## config.mk

```make
export PLATFORM = sky130hd
export DESIGN_NAME = can_mode_seq
export DESIGN_NICKNAME = d
export VERILOG_FILES = /design/src/rtl/can_mode_pkg.sv /design/src/rtl/can_mode_ctrl_reg.sv /design/src/rtl/can_mode_fsm.sv /design/src/rtl/can_mode_out.sv /design/src/rtl/can_mode_seq.sv
export SDC_FILE = /design/constraint.sdc
export NUM_CORES = 1
export LEC_CHECK = 0
export BUFFER_PORTS_ARGS = -buffer_cell sky130_fd_sc_hd__buf_2
export CORE_MARGIN = 8
export CORE_UTILIZATION = 43
export DETAILED_ROUTE_END_ITERATION = 16
export HOLD_SLACK_MARGIN = 0.02
export PLACE_DENSITY_LB_ADDON = 0.15
export SYNTH_ARGS = -nofsm -noshare
export SYNTH_HDL_FRONTEND = slang
export SYNTH_SLANG_ARGS = --single-unit
```

## constraint.sdc

```tcl
create_clock -name clk -period 1.3 [get_ports clk]
set_clock_uncertainty 0.05 [all_clocks]
set_input_delay 0.13 -clock clk [delete_from_list [all_inputs] [get_ports clk]]
set_output_delay 0.13 -clock clk [all_outputs]
set_load 0.1 [all_outputs]
```

## src/rtl/can_mode_pkg.sv

```systemverilog
package can_mode_pkg;

    localparam int MODE_W = 3;

    typedef enum logic [2:0] {
        ST_RESET     = 3'd0,
        ST_NORMAL    = 3'd1,
        ST_HALT_REQ  = 3'd2,
        ST_HALT      = 3'd3,
        ST_SLEEP     = 3'd4,
        ST_WAKE_HALT = 3'd5
    } st_e;

    localparam logic [MODE_W-1:0] MODE_RESET    = 3'd0;
    localparam logic [MODE_W-1:0] MODE_NORMAL   = 3'd1;
    localparam logic [MODE_W-1:0] MODE_HALT_REQ = 3'd2;
    localparam logic [MODE_W-1:0] MODE_HALT     = 3'd3;
    localparam logic [MODE_W-1:0] MODE_SLEEP    = 3'd4;

    typedef struct packed {
        logic rst_req;
        logic halt_req;
        logic sleep;
        logic halt_boff;
        logic auto_wake;
        logic auto_halt;
    } ctrl_t;

endpackage

```

## src/rtl/can_mode_ctrl_reg.sv

```systemverilog
module can_mode_ctrl_reg
    import can_mode_pkg::*;
(
    input  logic  clk,
    input  logic  rst_n,
    input  logic  we,
    input  ctrl_t wdata,
    input  st_e   state,
    input  logic  bus_off,
    input  logic  bus_dominant,
    output ctrl_t q
);

    ctrl_t q_nxt;
    logic  boff_q;
    logic  boff_rise;

    assign boff_rise = bus_off && !boff_q;

    always_ff @(posedge clk or negedge rst_n) begin
        if (!rst_n) begin
            q      <= '{rst_req: 1'b1, default: 1'b0};
            boff_q <= 1'b0;
        end else begin
            q      <= q_nxt;
            boff_q <= bus_off;
        end
    end

    always_comb begin
        q_nxt = q;
        if (we) begin
            q_nxt.rst_req   = wdata.rst_req;
            q_nxt.halt_boff = wdata.halt_boff;
            q_nxt.auto_wake = wdata.auto_wake;
            q_nxt.auto_halt = wdata.auto_halt;
            if (wdata.rst_req) begin
                q_nxt.halt_req = 1'b0;
                q_nxt.sleep    = 1'b0;
            end else begin
                unique case (state)
                    ST_HALT_REQ, ST_WAKE_HALT: begin
                        // a halt request in flight cannot be withdrawn
                        q_nxt.halt_req = q.halt_req | wdata.halt_req;
                    end
                    ST_HALT: begin
                        q_nxt.halt_req = wdata.halt_req;
                        q_nxt.sleep    = wdata.sleep & ~wdata.halt_req;
                    end
                    ST_SLEEP: begin
                        q_nxt.sleep    = wdata.sleep;
                        q_nxt.halt_req = wdata.sleep ? q.halt_req : wdata.halt_req;
                    end
                    default: begin
                        q_nxt.halt_req = wdata.halt_req;
                        q_nxt.sleep    = 1'b0;
                    end
                endcase
            end
        end else if (state == ST_SLEEP && q.auto_wake && bus_dominant) begin
            q_nxt.sleep = 1'b0;
        end

        if (state == ST_NORMAL && boff_rise && !q_nxt.rst_req
            && q_nxt.auto_halt && q_nxt.halt_boff) begin
            q_nxt.halt_req = 1'b1;
        end
    end

endmodule

```

## src/rtl/can_mode_fsm.sv

```systemverilog
module can_mode_fsm
    import can_mode_pkg::*;
(
    input  logic clk,
    input  logic rst_n,
    input  logic rst_req,
    input  logic halt_req,
    input  logic sleep,
    input  logic halt_boff,
    input  logic tx_busy,
    input  logic rx_busy,
    input  logic bus_off,
    output st_e  state
);

    st_e  state_nxt;
    logic idle;
    logic halt_ok;

    assign idle    = !tx_busy && !rx_busy;
    assign halt_ok = halt_boff ? (bus_off || idle) : (idle && !bus_off);

    always_ff @(posedge clk or negedge rst_n) begin
        if (!rst_n) begin
            state <= ST_RESET;
        end else begin
            state <= state_nxt;
        end
    end

    always_comb begin
        state_nxt = state;
        if (rst_req) begin
            state_nxt = ST_RESET;
        end else begin
            unique case (state)
                ST_RESET:     state_nxt = ST_NORMAL;
                ST_NORMAL:    if (halt_req) state_nxt = ST_HALT_REQ;
                ST_HALT_REQ:  if (halt_ok) state_nxt = ST_HALT;
                ST_WAKE_HALT: state_nxt = ST_HALT;
                ST_HALT: begin
                    if (sleep)          state_nxt = ST_SLEEP;
                    else if (!halt_req) state_nxt = ST_NORMAL;
                end
                ST_SLEEP: begin
                    if (!sleep) state_nxt = halt_req ? ST_WAKE_HALT : ST_NORMAL;
                end
                default:      state_nxt = ST_RESET;
            endcase
        end
    end

endmodule

```

## src/rtl/can_mode_out.sv

```systemverilog
module can_mode_out
    import can_mode_pkg::*;
(
    input  st_e               state,
    output logic [MODE_W-1:0] mode,
    output logic              halt_flag,
    output logic              rst_flag,
    output logic              tx_en,
    output logic              rx_en
);

    logic run;

    assign tx_en = run;
    assign rx_en = run;

    always_comb begin
        mode      = MODE_RESET;
        halt_flag = 1'b0;
        rst_flag  = 1'b0;
        run       = 1'b0;
        unique case (state)
            ST_RESET: begin
                mode     = MODE_RESET;
                rst_flag = 1'b1;
            end
            ST_NORMAL: begin
                mode = MODE_NORMAL;
                run  = 1'b1;
            end
            ST_HALT_REQ: begin
                mode = MODE_HALT_REQ;
                run  = 1'b1;
            end
            ST_WAKE_HALT: begin
                mode = MODE_HALT_REQ;
            end
            ST_HALT: begin
                mode      = MODE_HALT;
                halt_flag = 1'b1;
            end
            ST_SLEEP: begin
                mode = MODE_SLEEP;
            end
            default: begin
                mode     = MODE_RESET;
                rst_flag = 1'b1;
            end
        endcase
    end

endmodule

```

## src/rtl/can_mode_seq.sv

```systemverilog
module can_mode_seq
    import can_mode_pkg::*;
(
    input  logic              clk,
    input  logic              rst_n,
    input  logic              ctrl_we,
    input  logic              ctrl_rst_req,
    input  logic              ctrl_halt_req,
    input  logic              ctrl_sleep,
    input  logic              ctrl_halt_boff,
    input  logic              ctrl_auto_wake,
    input  logic              ctrl_auto_halt,
    input  logic              tx_busy,
    input  logic              rx_busy,
    input  logic              bus_off,
    input  logic              bus_dominant,
    output logic              halt_flag,
    output logic              rst_flag,
    output logic [MODE_W-1:0] mode,
    output logic              tx_en,
    output logic              rx_en
);

    ctrl_t wdata;
    ctrl_t ctrl_q;
    st_e   state;

    assign wdata = '{
        rst_req:   ctrl_rst_req,
        halt_req:  ctrl_halt_req,
        sleep:     ctrl_sleep,
        halt_boff: ctrl_halt_boff,
        auto_wake: ctrl_auto_wake,
        auto_halt: ctrl_auto_halt
    };

    can_mode_ctrl_reg u_reg (
        .clk          (clk),
        .rst_n        (rst_n),
        .we           (ctrl_we),
        .wdata        (wdata),
        .state        (state),
        .bus_off      (bus_off),
        .bus_dominant (bus_dominant),
        .q            (ctrl_q)
    );

    can_mode_fsm u_fsm (
        .clk       (clk),
        .rst_n     (rst_n),
        .rst_req   (ctrl_q.rst_req),
        .halt_req  (ctrl_q.halt_req),
        .sleep     (ctrl_q.sleep),
        .halt_boff (ctrl_q.halt_boff),
        .tx_busy   (tx_busy),
        .rx_busy   (rx_busy),
        .bus_off   (bus_off),
        .state     (state)
    );

    can_mode_out u_out (
        .state     (state),
        .mode      (mode),
        .halt_flag (halt_flag),
        .rst_flag  (rst_flag),
        .tx_en     (tx_en),
        .rx_en     (rx_en)
    );

endmodule

```

==> run metrics, run 1 <==
post-synth top area share=34.9%; Non-Filler Instances=127; Root Buffer=clkbuf_4; area leader, netlist=dfrtp_1; layout cell share with drive strength beyond 1=66.7%; RSZ-0062 raised after global routing=true; min-delay worst type=input port to flip-flop; Initial DRC Count=25; n_diodes=0; DRC viols=0; via count=719; core area=1450 µm²; Stages on worst setup path=5; reg-to-reg endpoint=u_reg.q[4]; syn_nets=79; CTS Sinks=10; yosys warns=0; initial antenna violation count=0; Synth Flop Type=dfrtp_1; CTS Buffer Depth=2; pin count of the biggest net entering global routing=11; Worst Setup SP=u_fsm.state[1]; register area share after synthesis=39.0%; Routed WL=2110 µm; Port Buffers=19; critical path fanouts, max=3; critical setup path kind=flip-flop to flip-flop; Mean Syn Cell Area=9.78 µm²; Unique masters post-synth=35; Antenna Nets Post-Route=0; power density over the cells=1510 nW/µm²; leakage power=0.549 nW; crit path capture type=flip-flop; initial core utilization=44.4%; Slew HR=78.6%; violated checks=setup timing; crit share post-route=118%; Fmax=654 MHz; Sum Neg Setup Slack=-1.84 ns; Cell Rows=14; flops & latches, synth=10; WL/cell=16.6 µm; Slew Viols, Final=0; CTS Buf Count=3; Least-Margin Pin Slew=0.321 ns; worst reg-to-reg setup slack=-0.23 ns; CTS H-tree depth=1; Worst-Skew Late Latency=0.27 ns; outcome=finished, violations left; Critical Path AT=1.63 ns; DP Cell Count=110; die area=3000 µm²; vias per inst=5.66; final number of setup-violating endpoints=10; overall power=1.90 mW; Req. time, crit path=1.41 ns; CTS tree=yes; crit path time final=1.53 ns; worst reg2reg path startpoint=u_fsm.state[1]; CP dominant cell by count=buf_4; Top delay family on crit path=compound AO/OA/AOI/OAI gates; DRT Pass-1 Iters=7; MaxCap Viol Count=0; vias in the first global route=728; VDD IR max=1.02 mV; top-count cell post-synth=dfrtp_1; slowest cell on the critical path=dfrtp_1; grt total ovfl=0; placed wire-length estimate=1330 µm; final layout net count=125; final worst slack=-0.229 ns; Hold Fails Final Rpt=0; pre-CTS WS=-0.0919 ns; first-pass GRT wire length=3220 µm; gr usage total=14.9%; total I/O pin count=20; mapped cell area=646 µm²; Hold Path Depth=2; Layout area overhead=95.3%; CP max stage delay=0.41 ns; worst-path cell chain=buf_4 > buf_4 > nor4bb_1 > o311a_1 > a221o_1; WP buf/inv=2; GPL Wtd Cong=0.868; Commonest cells post-synth=9 x dfrtp_1, 6 x o21ai_0, 5 x a21oi_1; Post-Syn Instances=66; Async SR Flop Fraction=100%; crit path capture=u_reg.q[4]; final core occ=86.7%; Synth area leaders=dfrtp_1 35%, mux2_2 5.2%, o21ai_0 4.7%, dfstp_2 4.1%, a21oi_1 3.9%; Die W=54.8 µm; CP startpoint kind=flip-flop; number of enable flip-flop cells after synthesis=0; clock-pin slew on the worst setup and hold paths=0.07 ns; Die Ht=54.8 µm; cells on worst reg2reg path=5
## cell type report
class | count | area, µm²
Clock buffer | 4 | 36.3
Tap cell | 16 | 20.0
Sequential cell | 10 | 253
Fill cell | 80 | 193
Multi-Input combinational cell | 48 | 458
Timing Repair Buffer | 48 | 490
Inverter | 1 | 3.75
## power by group
group	internal, mW	leakage (nW)	switching, mW
registers	0.346	0.122	0.0248
clock network	0.170	0.0210	0.111
logic	0.544	0.406	0.702
total	1.06	0.549	0.838
## routing by layer
layer	part of all wire [%]	vias up	global-route usage, %
li1	-	339	-
met1	40	345	16.6
met2	48	29	25.1
met3	9.4	6	5.16
met4	2.6	0	6.15
met5	0	-	0
## stage by stage
step	area (µm²)	hold WS, ns
final	1260	0.0463
after floorplan	748	-0.216
after global routing	1260	0.0369
after CTS	1170	0.0424
after detailed placement	1010	-0.0477
after global placement	1010	-0.0492
## state kept, by name, summed over array words and instances (netlist names)
register	flops
u_fsm.state	3
u_reg.boff_q	1
u_reg.q	6
## how the worst min path moves through the flow
stage,endpoint,start,slack (ns)
3_5_place_dp,u_reg.boff_q,rst_n,-0.05
6_report,u_reg.q[2],ctrl_halt_boff,0.05
3_3_place_gp,u_reg.boff_q,rst_n,-0.05
5_1_grt,u_reg.q[2],ctrl_halt_boff,0.04
2_1_floorplan,u_fsm.state[0],rst_n,-0.22
4_1_cts,u_reg.q[2],ctrl_halt_boff,0.04
## logic make-up after synthesis
kind of cell / count (synthesis) / synth area share (%)
AOI/OAI and AO/OA: 20 / 20.5
xor gates and xnor gates: 1 / 1.36
buffers and inverters: 8 / 7.75
DFF: 10 / 39.0
muxes: 4 / 7.56
and+or+nand+nor: 23 / 23.8
## layout by cell type, fill, tap and decap left out, drive strengths merged, types with 4 or more instances in the layout
cell and count:
buf 46, dfrtp 9, o21ai 6, a21oi 5, mux2 4, nand2 4, clkbuf 4
## what timing repair did
item | CTS | global route
setup endpoints to repair | 10 | 12
pin swaps | 4 | 11
gates resized for setup | 15 | 18
buffers inserted | 7 | 5
hold buffers | 2 | 0
endpoints found under the hold margin | 11 | 0
Power figures use the tool's default switching activity.
==> run 2, diff against run 1 <==
- CORE_UTILIZATION: 43 -> 48
- CTS_BUF_LIST: not set -> sky130_fd_sc_hd__clkbuf_4 sky130_fd_sc_hd__clkbuf_8 sky130_fd_sc_hd__clkbuf_16
- SETUP_SLACK_MARGIN: not set -> 0.05
- clock period: 1.3 -> 1.74 ns (I/O delays scaled with it)
==> run 2 against run 1 <==
Compared with the run above:
- the flow now finishes without violations
- sequential power is 23% lower
- via count is 10% lower
- final area is 20% lower
- count of clock-buffer cells in the layout stayed put
- critical endpoint is now rx_en
==> run metrics, run 2 (same netlist as run 1, synthesis figures left out) <==
initial core utilization=50.2% (+5.8 points); total I/O pin count=20 (unchanged); Die W=52.7 µm (-3.8%); Largest regs=u_reg.q x6, u_fsm.state x3, u_reg.boff_q x1; Worst Setup SP=u_fsm.state[0]; CTS Buffer Depth=2 (unchanged); crit path time final=1.62 ns; DRC viols=0 (unchanged); Critical Path AT=1.40 ns (-0.23 ns); CTS Sinks=10 (unchanged); Antenna Nets Post-Route=0 (unchanged); min-delay worst type=input port to flip-flop; core area=1280 µm² (-12%); vias in the first global route=610 (-16%); most frequent cells in the layout=12 x buf_2, 11 x buf_4, 7 x buf_12; CTS Buf Count=3 (unchanged); Layout area overhead=55.8%; Slew HR=75.2% (-3.4 points); Cell Rows=13 (-1); CP startpoint kind=flip-flop; commonest non-fill, non-tap cell in the layout=buf_2; grt total ovfl=0 (unchanged); final number of setup-violating endpoints=0 (-10); via count=645 (-10%); Worst Hold Slack=0.0841 ns (+0.0377 ns); CTS tree=yes; leakage power=0.437 nW (-20%); VDD IR max=0.877 mV (-14%); MaxCap Viol Count=0 (unchanged); GPL Wtd Cong=0.795 (-8.3%); Sw Share=46.8% (+2.6 points); die area=2770 µm² (-7.4%); Die Ht=52.7 µm (-3.8%); gr usage total=13.8% (-1.1 points); Worst-Skew Late Latency=0.28 ns (about the same); crit path capture=rx_en; CTS H-tree depth=1 (unchanged); pin count of the biggest net entering global routing=11 (unchanged); outcome=complete, no violations; cells on worst reg2reg path=4 (-1); Least-Margin Pin Slew=0.367 ns (+0.0457 ns); crit path capture type=primary output; critical setup path kind=flip-flop to primary output; Initial DRC Count=11 (-56%); WL/cell=17.2 µm (+3.6%); Routed WL=1890 µm (-10%); crit share post-route=93.2%; Fmax=617 MHz; vias per inst=5.86 (+3.6%); reg-to-reg endpoint=u_reg.q[4]; Hold Fails Final Rpt=0 (unchanged); placed cell area=900 µm² (-11%); Port Buffers=19 (unchanged); worst reg-to-reg setup slack=0.19 ns (+0.42 ns); fin area=1010 µm² (-20%); initial antenna violation count=0 (unchanged); placed wire-length estimate=1240 µm (-7.0%); Logic pwr share=61.4% (-4.2 points); clock-pin slew on the worst setup and hold paths=0.07 ns (about the same); clock power share=15.8% (+1.0 points); Int Pwr=0.670 mW (-37%); RSZ-0062 raised after global routing=false; power density over the cells=1250 nW/µm² (-17%); layout cell share with drive strength beyond 1=52.6% (-14 points); most flop-heavy register=u_reg.q; Req. time, crit path=1.52 ns (+0.11 ns); final layout net count=109 (-13%); worst reg2reg path startpoint=u_fsm.state[0]; DRT Pass-1 Iters=4 (-3); first-pass GRT wire length=2790 µm (-13%); Sum Neg Setup Slack=0 ns (+1.84 ns); final core occ=78.3% (-8.5 points); n_diodes=0 (unchanged); Root Buffer=clkbuf_4; critical path fanouts, max=5 (+2); sequential power share=22.8% (+3.3 points); Slew Viols, Final=0 (unchanged); Net Switching=0.589 mW (-30%); Largest register FFs=6 (unchanged)
==> run 2: cell count changes in the layout (fill, tap and decap cells not counted), moves of 2 or more <==
cell	delta
buf_6	-16
a21oi_1	+4
a21oi_2	-4
o21ai_0	+4
dfrtp_1	-2
dfrtp_2	+2
o21ai_1	-2
o21ai_2	-2
==> run 2: metrics by stage <==
step,cells,setup WS (ns),power (mW)
after CTS,109,0.0683,1.25
after detailed placement,97,0.172,1.03
after global routing,110,0.0624,1.31
after global placement,97,0.206,1.01
after floorplan,66,-0.0594,0.853
final,110,0.118,1.26
==> run 2: how the worst min path moves through the flow <==
stage          depth (start not counted)  slack (ns)              to      startpoint
3_5_place_dp                           1       0.005    u_reg.boff_q           rst_n
5_1_grt                                2        0.07      u_reg.q[1]  ctrl_auto_wake
6_report                               2        0.08      u_reg.q[1]  ctrl_auto_wake
3_3_place_gp                           1      -0.004      u_reg.q[2]           rst_n
4_1_cts                                2        0.08      u_reg.q[1]  ctrl_auto_wake
2_1_floorplan                          0       -0.17  u_fsm.state[0]           rst_n
==> run 2: power by group through the flow <==
stage / sequential, mW / combinational (mW) / clock, mW
2_1_floorplan: 0.283 / 0.570 / 0
3_3_place_gp: 0.303 / 0.711 / 0
3_5_place_dp: 0.305 / 0.722 / 0
4_1_cts: 0.289 / 0.763 / 0.197
5_1_grt: 0.290 / 0.800 / 0.215
6_report: 0.287 / 0.773 / 0.199
==> run 2: area by class of cell <==
class | count | area (µm²)
multi-input cells | 48 | 395
repair buffers | 32 | 303
fillers | 86 | 279
flip-flops and latches | 10 | 255
clock buffers | 4 | 30.0
well taps | 15 | 18.8
inverters | 1 | 3.75
==> run 2: routing by layer <==
layer  vias up  wire (µm)  part of all wire (%)  track usage, %
met4         0         61                   3.2            7.76
met5         -          0                     0               0
met3         7         93                   4.9            4.55
met2        21        928                    49            21.3
met1       308        810                    43            16.3
li1        309          -                     -               -
==> run 2: timing repair <==
item / CTS / global route
endpoints found under the hold margin: 11 / 0
hold buffers: 2 / 0
gates resized for setup: 2 / 1
endpoints found under the setup margin: 6 / 4
setup buffers: 6 / 1
==> run 2: critical path: stages, from the launching register on <==
cell and delay (ns):
dfrtp_2 0.44, buf_4 0.18, xnor2_4 0.15, nor2_4 0.17, buf_12 0.19
